--- src/rtl/clkmode_pkg.sv ---
package clkmode_pkg;

  typedef enum logic {
    MODE_AUTO   = 1'b0,
    MODE_MANUAL = 1'b1
  } run_mode_e;

  // mode after an optional flip
  function automatic run_mode_e next_mode(input run_mode_e cur, input logic flip);
    if (!flip) return cur;
    return (cur == MODE_AUTO) ? MODE_MANUAL : MODE_AUTO;
  endfunction

  // which event is allowed to produce a step in the given mode
  function automatic logic pick_source(input run_mode_e m, input logic tick, input logic press);
    return (m == MODE_AUTO) ? tick : press;
  endfunction

  // a step is passed on only when no halt is seen or remembered
  function automatic logic gate_step(input logic src, input logic halt_now, input logic halt_mem);
    return src & ~halt_now & ~halt_mem;
  endfunction

endpackage

--- src/rtl/cmc_sync.sv ---
module cmc_sync #(
  parameter int unsigned STAGES = 2
) (
  input  logic clk_i,
  input  logic rst_i,
  input  logic d_i,
  output logic q_o
);

  logic [STAGES-1:0] stage_q;

  for (genvar i = 0; i < STAGES; i++) begin : g_stage
    if (i == 0) begin : g_first
      always_ff @(posedge clk_i) begin
        if (rst_i) stage_q[i] <= 1'b0;
        else       stage_q[i] <= d_i;
      end
    end else begin : g_next
      always_ff @(posedge clk_i) begin
        if (rst_i) stage_q[i] <= 1'b0;
        else       stage_q[i] <= stage_q[i-1];
      end
    end
  end

  assign q_o = stage_q[STAGES-1];

endmodule

--- src/rtl/cmc_tick_div.sv ---
module cmc_tick_div #(
  parameter int unsigned PERIOD = 8
) (
  input  logic clk_i,
  input  logic rst_i,
  output logic tick_o
);

  localparam int unsigned CW = (PERIOD > 1) ? $clog2(PERIOD) : 1;
  localparam logic [CW-1:0] LAST = CW'(PERIOD - 1);

  logic [CW-1:0] cnt_q;

  assign tick_o = (cnt_q == LAST);

  always_ff @(posedge clk_i) begin
    if (rst_i)       cnt_q <= '0;
    else if (tick_o) cnt_q <= '0;
    else             cnt_q <= cnt_q + CW'(1);
  end

  // ticks are isolated single-cycle events
  assert_tick_gap_R4: assert property (@(posedge clk_i) disable iff (rst_i)
    tick_o |=> !tick_o);

endmodule

--- src/rtl/cmc_debounce.sv ---
module cmc_debounce #(
  parameter int unsigned STABLE = 16
) (
  input  logic clk_i,
  input  logic rst_i,
  input  logic raw_i,
  output logic level_o,
  output logic press_o
);

  localparam int unsigned CW = (STABLE > 1) ? $clog2(STABLE) : 1;
  localparam logic [CW-1:0] LAST = CW'(STABLE - 1);

  logic          sync_w;
  logic          level_q;
  logic          press_q;
  logic [CW-1:0] run_q;
  logic          differs_w;
  logic          accept_w;

  cmc_sync #(.STAGES(2)) u_sync (
    .clk_i (clk_i),
    .rst_i (rst_i),
    .d_i   (raw_i),
    .q_o   (sync_w)
  );

  assign differs_w = (sync_w != level_q);
  assign accept_w  = differs_w && (run_q == LAST);

  always_ff @(posedge clk_i) begin
    if (rst_i) begin
      level_q <= 1'b0;
      press_q <= 1'b0;
      run_q   <= '0;
    end else begin
      press_q <= accept_w & sync_w;
      if (!differs_w) begin
        run_q <= '0;
      end else if (accept_w) begin
        level_q <= sync_w;
        run_q   <= '0;
      end else begin
        run_q <= run_q + CW'(1);
      end
    end
  end

  assign level_o = level_q;
  assign press_o = press_q;

  // a press lasts exactly one cycle
  assert_press_single_R5: assert property (@(posedge clk_i) disable iff (rst_i)
    press_o |=> !press_o);

  // every accepted rising level produces a press event
  assert_press_on_rise_R5: assert property (@(posedge clk_i) disable iff (rst_i)
    $rose(level_o) |-> press_o);

  // a level change needs a full run of differing samples
  assert_level_after_run_R6: assert property (@(posedge clk_i) disable iff (rst_i)
    !$stable(level_o) |-> ($past(run_q) == LAST));

endmodule

--- src/rtl/cmc_mode_latch.sv ---
module cmc_mode_latch
  import clkmode_pkg::*;
(
  input  logic      clk_i,
  input  logic      rst_i,
  input  logic      tog_i,
  input  logic      tick_i,
  output run_mode_e mode_o,
  output logic      flip_o
);

  logic      tog_s_w;
  logic      tog_prev_q;
  logic      tog_edge_w;
  logic      pending_q;
  logic      want_w;
  run_mode_e mode_q;

  cmc_sync #(.STAGES(2)) u_sync (
    .clk_i (clk_i),
    .rst_i (rst_i),
    .d_i   (tog_i),
    .q_o   (tog_s_w)
  );

  assign tog_edge_w = tog_s_w & ~tog_prev_q;
  assign want_w     = pending_q | tog_edge_w;
  assign flip_o     = want_w & tick_i;

  always_ff @(posedge clk_i) begin
    if (rst_i) begin
      tog_prev_q <= 1'b0;
      pending_q  <= 1'b0;
      mode_q     <= MODE_MANUAL;
    end else begin
      tog_prev_q <= tog_s_w;
      pending_q  <= want_w & ~tick_i;
      mode_q     <= next_mode(mode_q, flip_o);
    end
  end

  assign mode_o = mode_q;

  // mode only moves right after a tick
  assert_flip_on_tick_R3: assert property (@(posedge clk_i) disable iff (rst_i)
    !$stable(mode_q) |-> $past(tick_i));

  // mode only moves when a toggle was requested
  assert_flip_needs_req_R2: assert property (@(posedge clk_i) disable iff (rst_i)
    !$stable(mode_q) |-> $past(pending_q | tog_edge_w));

endmodule

--- src/rtl/clk_mode_ctrl.sv ---
module clk_mode_ctrl
  import clkmode_pkg::*;
#(
  parameter int unsigned TICK_PERIOD = 8,
  parameter int unsigned DEB_CYCLES  = 16
) (
  input  logic clk_i,
  input  logic rst_i,
  input  logic step_btn_i,
  input  logic mode_tog_i,
  input  logic halt_i,
  output logic step_en_o,
  output logic manual_o
);

  logic      tick_w;
  logic      press_w;
  logic      level_w;
  logic      flip_w;
  run_mode_e mode_w;
  logic      src_w;
  logic      halted_q;
  logic      en_q;

  cmc_tick_div #(.PERIOD(TICK_PERIOD)) u_div (
    .clk_i  (clk_i),
    .rst_i  (rst_i),
    .tick_o (tick_w)
  );

  cmc_debounce #(.STABLE(DEB_CYCLES)) u_deb (
    .clk_i   (clk_i),
    .rst_i   (rst_i),
    .raw_i   (step_btn_i),
    .level_o (level_w),
    .press_o (press_w)
  );

  cmc_mode_latch u_mode (
    .clk_i  (clk_i),
    .rst_i  (rst_i),
    .tog_i  (mode_tog_i),
    .tick_i (tick_w),
    .mode_o (mode_w),
    .flip_o (flip_w)
  );

  assign src_w = pick_source(mode_w, tick_w, press_w);

  always_ff @(posedge clk_i) begin
    if (rst_i) begin
      halted_q <= 1'b0;
      en_q     <= 1'b0;
    end else begin
      halted_q <= halted_q | halt_i;
      en_q     <= gate_step(src_w, halt_i, halted_q);
    end
  end

  assign step_en_o = en_q;
  assign manual_o  = (mode_w == MODE_MANUAL);

  // clear forces manual mode and a quiet output
  assert_reset_state_R1: assert property (@(posedge clk_i)
    rst_i |=> (manual_o && !step_en_o));

  // enable pulses are one cycle wide
  assert_pulse_single_R4: assert property (@(posedge clk_i) disable iff (rst_i)
    step_en_o |=> !step_en_o);

  // a remembered halt silences the output
  assert_halt_blocks_R8: assert property (@(posedge clk_i) disable iff (rst_i)
    halted_q |=> !step_en_o);

  // halt stays until the clear
  assert_halt_sticky_R8: assert property (@(posedge clk_i) disable iff (rst_i)
    halted_q |=> halted_q);

  // in manual mode a pulse needs a press one cycle before
  assert_manual_needs_press_R7: assert property (@(posedge clk_i) disable iff (rst_i)
    (step_en_o && $past(mode_w == MODE_MANUAL)) |-> $past(press_w));

endmodule

--- config.mk ---
export PLATFORM = sky130hd
export DESIGN_NAME = clk_mode_ctrl
export DESIGN_NICKNAME = d
export VERILOG_FILES = /design/src/rtl/clkmode_pkg.sv /design/src/rtl/cmc_sync.sv /design/src/rtl/cmc_tick_div.sv /design/src/rtl/cmc_debounce.sv /design/src/rtl/cmc_mode_latch.sv /design/src/rtl/clk_mode_ctrl.sv
export SDC_FILE = /design/constraint.sdc
export NUM_CORES = 1
export LEC_CHECK = 0
export ABC_CLOCK_PERIOD_IN_PS = 1200
export BUFFER_PORTS_ARGS = -buffer_cell sky130_fd_sc_hd__buf_2
export CAP_MARGIN = 0
export CORE_ASPECT_RATIO = 0.75
export CORE_UTILIZATION = 35
export DETAILED_ROUTE_END_ITERATION = 8
export PLACE_DENSITY_LB_ADDON = 0.08
export SKIP_CTS_REPAIR_TIMING = 1
export SLEW_MARGIN = 20
export SYNTH_ARGS = -nofsm -noshare
export SYNTH_HDL_FRONTEND = slang
export SYNTH_SLANG_ARGS = --single-unit
--- constraint.sdc ---
create_clock -name clk_i -period 1.2 [get_ports clk_i]
set_clock_uncertainty 0.1 [all_clocks]
set_input_delay 0.12 -clock clk_i [delete_from_list [all_inputs] [get_ports clk_i]]
set_output_delay 0.12 -clock clk_i [all_outputs]
set_load 0.005 [all_outputs]
; Word level (Yosys, flattened, before mapping)
; Cells that the tools add are included.
[op_classes]
eq_ne = 4
n_addsub = 2
n_shift = 0
multipliers = 0
order_cmp = 0
muxes = 5
n_div = 0
n_bitwise = 13
n_reduce_logical = 4
[ops]
columns = operator, count
row1 = $and 1x1->1, 6
row2 = $mux 1, 5
row3 = $not 1->1, 5
row4 = $add 4x1->4 const B, 1
row5 = $eq 4x4->1 const B, 1
row6 = $add 3x1->3 const B, 1
row7 = $eq 3x3->1 const B, 1
row8 = $reduce_or 3->1, 1
row9 = $ne 2x2->1 const B, 1
row10 = $or 1x1->1, 2
row11 = $reduce_and 2->1, 1
row12 = $reduce_or 2->1, 1
row13 = $logic_and 1x1->1, 1
row14 = $ne 1x1->1, 1
[word_totals]
register_bits = 18
ramBits = 0
latchBits = 0
mem_count = 0
input_bits = 5
rom_bits = 0

; Longest topological paths before layout
; Gate-level depths: netlist (run 1).
[logic_depth]
depth_word = 7
depth_mapped = 4

; By module
; Synthesis (run 1) repeated with hierarchy kept, for this count alone.
[unflattened]
cells_unflattened = 54
area_unflattened_um2 = 629.4
[by_module_without_submodules]
columns = module, cells_each, area_per_inst_um2, instances
row1 = cmc_debounce, 21, 222.7, 1
row2 = cmc_mode_latch, 11, 126.4, 1
row3 = cmc_sync, 4, 52.6, 2
row4 = cmc_tick_div, 8, 105.1, 1
row5 = clk_mode_ctrl, 6, 70.1, 1

; Worst setup path after synthesis (run 1)
; Ideal clock, no wire load.
[synth_path]
kind = register to register
startpoint = register u_div.cnt_q[0]
endpoint = register u_mode.mode_q (netlist: u_mode.mode_o)
path_buffers = 0
slack_ns = 0.081
t_arrival_ns = 0.947
path_stages_with_launch = 5
path_cell_list = dfxtp_1 ha_1 ha_1 o21ai_1 mux2i_1
[synth_between]
elab_chain_len = 5
[synth_rtl]
columns = element, line
row1 = from (decl), cmc_tick_div.sv:12  ; logic [CW-1:0] cnt_q;
row2 = from (signal assigned), cmc_tick_div.sv:19  ; else cnt_q <= cnt_q + CW'(1);
row3 = $eq 3x3->1 (*), cmc_tick_div.sv:14  ; assign tick_o = (cnt_q == LAST);
row4 = $and 1x1->1 (*), cmc_mode_latch.sv:28  ; assign flip_o = want_w & tick_i;
row5 = $mux 1, clkmode_pkg.sv:10  ; if (!flip) return cur;
row6 = $mux 1, cmc_mode_latch.sv:31  ; if (rst_i) begin
row7 = $ne 2x2->1 (no line) (*), --
row8 = to (signal assigned), cmc_mode_latch.sv:38  ; mode_q <= next_mode(mode_q, flip_o);
row9 = to (decl), cmc_mode_latch.sv:17  ; run_mode_e mode_q;
; Every way passes the cells marked *; elsewhere a longest branch is shown, timed or not. The select of a mux whose other input is x is not followed.
; A chain may end at the register's enable or synchronous reset.

; Worst setup path after layout (run 1)
[layout_path]
startpoint = register u_div.cnt_q[0]
endpoint = register en_q (netlist: step_en_o)
[layout_between]
elab_chain_len = 4
[layout_rtl]
columns = element, line
row1 = $eq 3x3->1, cmc_tick_div.sv:14
row2 = $mux 1, clkmode_pkg.sv:16  ; return (m == MODE_AUTO) ? tick : press;
row3 = $and 1x1->1 (2 in series), clkmode_pkg.sv:21  ; return src & ~halt_now & ~halt_mem;
row4 = to (signal assigned), clk_mode_ctrl.sv:56  ; en_q <= gate_step(src_w, halt_i, halted_q);
row5 = to (decl), clk_mode_ctrl.sv:23  ; logic en_q;
; No other way between the ends.

==> results of run 1 <==
==> final timing paths <==
path              endpoint  slack, ps  depth (start not counted)
min reg2reg      step_en_o        320                          1
min          u_deb.level_o         50                          2
max              step_en_o         50                          4
max reg2reg      step_en_o         50                          4
==> layout make-up <==
type	instances	area, um2	share of cell area [%]
clock buffer	4	36.3	4.69
timing repair buffer	9	60.1	7.77
sequential	18	362	46.8
tap	21	26.3	3.40
multi-input combinational	35	285	36.9
inverter	1	3.75	0.485
==> per-stage QoR <==
step | total power (uW) | util (%) | setup TNS [ps]
finish | 1050 | 49.5 | 0
detailed placement | 682 | 42.7 | -8.11
floorplan | 669 | - | 0
global route | 1110 | 49.5 | -0.665
CTS | 1060 | 45.0 | -65.0
global placement | 684 | 42.7 | 0
==> sequential cells by signal (all words and copies together) (netlist names) <==
| signal | cells |
|---|---|
| u_deb.run_q | 4 |
| u_div.cnt_q | 3 |
| halted_q | 1 |
| step_en_o | 1 |
| u_deb.level_o | 1 |
| u_deb.press_o | 1 |
| u_deb.u_sync.q_o | 1 |
| u_deb.u_sync.stage_q | 1 |
| u_mode.mode_o | 1 |
| u_mode.pending_q | 1 |
| u_mode.tog_prev_q | 1 |
| u_mode.u_sync.q_o | 1 |
| u_mode.u_sync.stage_q | 1 |
==> power by group through the flow <==
stage | logic [uW] | clock network [uW] | registers (uW)
after detailed placement | 41.7 | 0 | 640
after CTS | 42.1 | 395 | 627
after floorplan | 30.5 | 0 | 638
after global routing | 61.9 | 419 | 631
after global placement | 43.0 | 0 | 641
final | 53.8 | 368 | 629
==> worst max-delay path, stage by stage, from the launching register on <==
cell and delay, ps:
dfxtp_1 330, ha_2 200, ha_4 180, mux2i_2 180, nor4_1 60
==> kinds of logic (layout without fill, tap and decap cells) <==
group | count (synthesis) | count (layout) | share of synthesized area [%]
compound gates | 2 | 2 | 2.02
buf+inv | 2 | 14 | 1.82
xor+xnor | 3 | 3 | 4.25
fa+ha+maj | 3 | 3 | 6.07
simple gates | 24 | 24 | 22.7
mux | 3 | 3 | 4.86
flops | 18 | 18 | 58.3
==> cells in the final DEF, fill, tap and decap left out <==
cell type	instances
dfxtp_1	17
nor2_1	7
buf_2	6
and2b_1	4
xor2_1	3
clkbuf_4	3
dlygate4sd3_1	3
and2_1	2
nor2b_1	2
mux2i_1	2
ha_2	2
inv_1	1
nand3_2	1
nand3b_1	1
nor2_2	1
mux2i_2	1
nor4_1	1
nand3_1	1
nor4b_2	1
and2b_2	1
o21ai_2	1
o21a_1	1
nor3_1	1
and3b_1	1
ha_4	1
clkbuf_8	1
dfxtp_2	1
==> layer usage <==
layer,up-vias,global-route usage (%),routed length (um)
met2,9,14.0,389
li1,205,-,-
met3,0,8.33,50
met4,0,6.25,0
met1,167,14.7,494
met5,-,0,0
==> summary.md, run 1 <==
| Metric | Value |
|---|---|
| Core area | `0.00156 mm2` |
| Ys async rst share | `0%` |
| Yosys cell types | `19` |
| Antenna violations before repair | `0` |
| Die ar. | `0.00194 mm2` |
| Syn Area/Cell | `11.2 um2` |
| Post-Syn Instances | `55` |
| Setup violations, final | `0` |
| FP Rows | `12` |
| P_int | `835 uW` |
| Worst slew margin | `83.6%` |
| CP max FO | `4` |
| RR Startpoint | `u_div.cnt_q[0]` |
| Crit end category | `register` |
| Most frequent cell after synthesis | `dfxtp_1` |
| Final WL | `934 um` |
| Endpoints failing hold | `0` |
| PD cells | `1360 mW/mm2` |
| CP Class | `reg2reg` |
| Setup WS pre-CTS | `-5.18 ps` |
| CP startpoint | `u_div.cnt_q[0]` |
| Fraction of layout cells with a size suffix above 1 | `29.9%` |
| DRC viols | `0` |
| Status | `complete, no violations` |
| Fin cells | `88` |
| Wire per inst | `10.6 um` |
| Period utilization | `96.2%` |
| Hold Crit Class | `in2reg` |
| WP data arrival | `1240 ps` |
| Num Clock Sinks | `18` |
| Mapped Area | `618 um2` |
| Net count after synthesis | `63` |
| Top-area cell type share of the netlist area | `58.3%` |
| CP required | `1290 ps` |
| HPWL Detailed | `580 um` |
| Max-cap violations | `0` |
| H-tree depth | `1` |
| Hold Startpoint | `rst_i` |
| Number of global-route vias before repair | `322` |
| DR iter-0 viols | `1` |
| FILL cells | `165` |
| Clk slew on worst S/H paths | `100 ps` |
| Root Driver | `clkbuf_4` |
| Antenna viol nets, final | `0` |
| Starting Density | `39.6%` |
| Clk buf depth | `2` |
| CTS buffer count | `3` |
| Flop pwr share | `59.9%` |
| Register area share after synthesis | `58.3%` |
| Vias per cell | `4.33` |
| Final RePlAce weighted congestion | `0.645` |
| Switching power | `215 uW` |
| Hold_ws | `52.7 ps` |
| Commonest cells in the netlist | `dfxtp_1 (18), nor2_1 (8), and2b_1 (4)` |
| Max-slew violation count | `0` |
| Final Worst Setup Slack | `45.3 ps` |
| CTS tree | `built` |
| Number of port buffers | `6` |
| Finished layout cell area | `773 um2` |
| Clock Latency Late Sink | `290 ps` |
| Part of the power in the clock network | `35.0%` |
| Worst vdd ir | `0.000818 V` |
| Final min period | `1150 ps` |
| Width of the die | `50.5 um` |
| Fmax | `0.866 GHz` |
| Pleak | `0.000341 uW` |
| Top FF cell, synth | `dfxtp_1` |
| Switching fraction of total power | `20.5%` |
| Layout area overhead | `25.1%` |
| Logic pwr share | `5.1%` |
| Ys Warns | `0` |
| DR vias | `381` |
| N_diodes | `0` |
| Total grt overflow | `0` |
| Fin nets | `76` |
| Synthesized flop and latch total | `18` |
| Largest area contributor in the netlist | `dfxtp_1` |
| Placed cells | `81` |
| Critical path launch point type | `register` |
| Drt pass-1 iters | `2` |
| EDFF count, synth | `0` |
| # IOs | `7` |
| First-pass GRT wire length | `1.44 mm` |
| Total track usage | `11.6%` |
| Largest net degree at the start of global routing | `16` |
| Synth area leaders | `dfxtp_1 (58%), ha_1 (6.1%), mux2i_1 (4.9%)` |
| DIE HEIGHT | `38.4 um` |
| Least-Margin Pin Slew | `247 ps` |
| Dpl cell area | `667 um2` |
Note: power is estimated with default switching activity, not from simulation.
==> run 2: changes to the inputs <==
==> constraint.sdc (replaced) <==
create_clock -name clk_i -period 1.2 [get_ports clk_i]
set_clock_uncertainty 0.1 [all_clocks]
set_input_delay 0 -clock clk_i [delete_from_list [all_inputs] [get_ports clk_i]]
set_output_delay 0 -clock clk_i [all_outputs]
set_load 0.005 [all_outputs]
==> summary.md, run 2 (synthesis results as in run 1) <==
| Metric | Value |
|---|---|
| Crit-path cells | `ha_2 -> ha_4 -> mux2i_2 -> nor4_1 (unchanged)` |
| CP bufs+invs | `0 (unchanged)` |
| Fmax | `0.866 GHz (about the same)` |
| Core area | `0.00156 mm2 (unchanged)` |
| Fin cells | `89 (was 88)` |
| Hold_ws | `313 ps (was 52.7 ps)` |
| Layout area overhead | `26.7% (was 25.1%)` |
| First-pass GRT wire length | `1.44 mm (unchanged)` |
| CP max FO | `4 (unchanged)` |
| Max-cap violations | `0 (unchanged)` |
| Clk buf depth | `2 (unchanged)` |
| CTS buffer count | `3 (unchanged)` |
| Worst vdd ir | `0.000819 V (was 0.000818 V)` |
| Total track usage | `11.6% (unchanged)` |
| FILL cells | `164 (was 165)` |
| DR iter-0 viols | `1 (unchanged)` |
| N_diodes | `0 (unchanged)` |
| Number of global-route vias before repair | `322 (unchanged)` |
| CP required | `1290 ps (about the same)` |
| WP data arrival | `1240 ps (about the same)` |
| Largest registers | `u_deb.run_q (4), u_div.cnt_q (3) (unchanged)` |
| Width of the die | `50.5 um (unchanged)` |
| Final RePlAce weighted congestion | `0.645 (unchanged)` |
| Worst slew margin | `83.5% (was 83.6%)` |
| Clock Latency Late Sink | `290 ps (about the same)` |
| Fin nets | `77 (was 76)` |
| Period utilization | `96.2% (about the same)` |
| Commonest non-fill, non-tap cells in the layout | `dfxtp_1 (17), nor2_1 (7), buf_2 (6), and2b_1 (4), dlygate4sd3_1 (4) (was dfxtp_1 (17), nor2_1 (7), buf_2 (6), and2b_1 (4))` |
| Num Clock Sinks | `18 (unchanged)` |
| Status | `complete, no violations (unchanged)` |
| Vias per cell | `4.33 (about the same)` |
| Register name with the most flops | `u_deb.run_q (unchanged)` |
| DR vias | `385 (was 381)` |
| Antenna violations before repair | `0 (unchanged)` |
| Placed cells | `81 (unchanged)` |
| Max stage delay on crit path | `330 ps (about the same)` |
| FP Rows | `12 (unchanged)` |
| # IOs | `7 (unchanged)` |
| Leading cell type in the layout, fill and taps excluded | `dfxtp_1 (unchanged)` |
| Hold Crit Class | `in2reg (unchanged)` |
| Final min period | `1150 ps (about the same)` |
| Root Driver | `clkbuf_4 (unchanged)` |
| Crit end category | `register (unchanged)` |
| CP max-delay cell | `dfxtp_1 (unchanged)` |
| HPWL Detailed | `580 um (unchanged)` |
| Critical path launch point type | `register (unchanged)` |
| Pleak | `0.000345 uW (was 0.000341 uW)` |
| Largest net degree at the start of global routing | `16 (unchanged)` |
| Fraction of layout cells with a size suffix above 1 | `29.4% (was 29.9%)` |
| PD cells | `1340 mW/mm2 (was 1360 mW/mm2)` |
| Starting Density | `39.6% (unchanged)` |
| Cell family with most CP delay | `adder cells (unchanged)` |
| DRC viols | `0 (unchanged)` |
| Drt pass-1 iters | `2 (unchanged)` |
| Clk slew on worst S/H paths | `100 ps (about the same)` |
| Total grt overflow | `0 (unchanged)` |
| Largest register FFs | `4 (unchanged)` |
| Antenna viol nets, final | `0 (unchanged)` |
| TNS Setup | `0 ps (unchanged)` |
| Max-slew violation count | `0 (unchanged)` |
| Die ar. | `0.00194 mm2 (unchanged)` |
| Setup violations, final | `0 (unchanged)` |
| Number of port buffers | `6 (unchanged)` |
| Wire per inst | `10.5 um (was 10.6 um)` |
| DIE HEIGHT | `38.4 um (unchanged)` |
| CTS tree | `built (unchanged)` |
| Least-Margin Pin Slew | `247 ps (about the same)` |
| H-tree depth | `1 (unchanged)` |
| CP Class | `reg2reg (unchanged)` |
| Endpoints failing hold | `0 (unchanged)` |
| Final WL | `938 um (was 934 um)` |
==> run 2: final timing paths <==
kind	endpoint	cells after the start	startpoint	slack [ps]
worst min register to register	step_en_o	1	halted_q	320
worst max-delay path	step_en_o	4	u_div.cnt_q[0]	50
worst max register to register	step_en_o	4	u_div.cnt_q[0]	50
worst min-delay path	step_en_o	3	halt_i	310
==> run 2: area by class of cell <==
class                           count  area, um2  share of cell area, %
Clock buffer                        4       36.3                   4.63
Multi-Input combinational cell     35        285                   36.4
Timing Repair Buffer               10       70.1                   8.95
Tap cell                           21       26.3                   3.35
Inverter                            1       3.75                  0.479
Sequential cell                    18        362                   46.2
==> run 2: tightest hold or removal path: cells and delay by family <==
family,cells,cell delay [ps]
buf+inv,2,630
simple gates,1,40
==> run 2: report_power, final <==
part	total (uW)	internal (uW)	switching (uW)
sequential	629	618	10.6
clock	368	185	183
combinational	56.3	34.1	22.2
==> run 2: routing by layer <==
layer / global-route usage (%) / wire length [um] / share of wire [%]
met1: 14.7 / 499 / 53
met2: 14.0 / 388 / 41
met3: 8.33 / 50 / 5.3
met4: 6.25 / 0 / 0
met5: 0 / 0 / 0
==> run 2: stage by stage <==
| step | setup WS (ps) | utilization [%] | power (uW) | cell area [um2] |
|---|---|---|---|---|
| 4_1_cts | -28.7 | 45.0 | 1060 | 703 |
| 2_1_floorplan | 80.9 | - | 669 | 618 |
| 3_5_place_dp | -5.18 | 42.7 | 682 | 667 |
| 5_1_grt | -0.694 | 50.2 | 1120 | 783 |
| 3_3_place_gp | 16.2 | 42.7 | 684 | 667 |
| 6_report | 45.3 | 50.2 | 1050 | 783 |
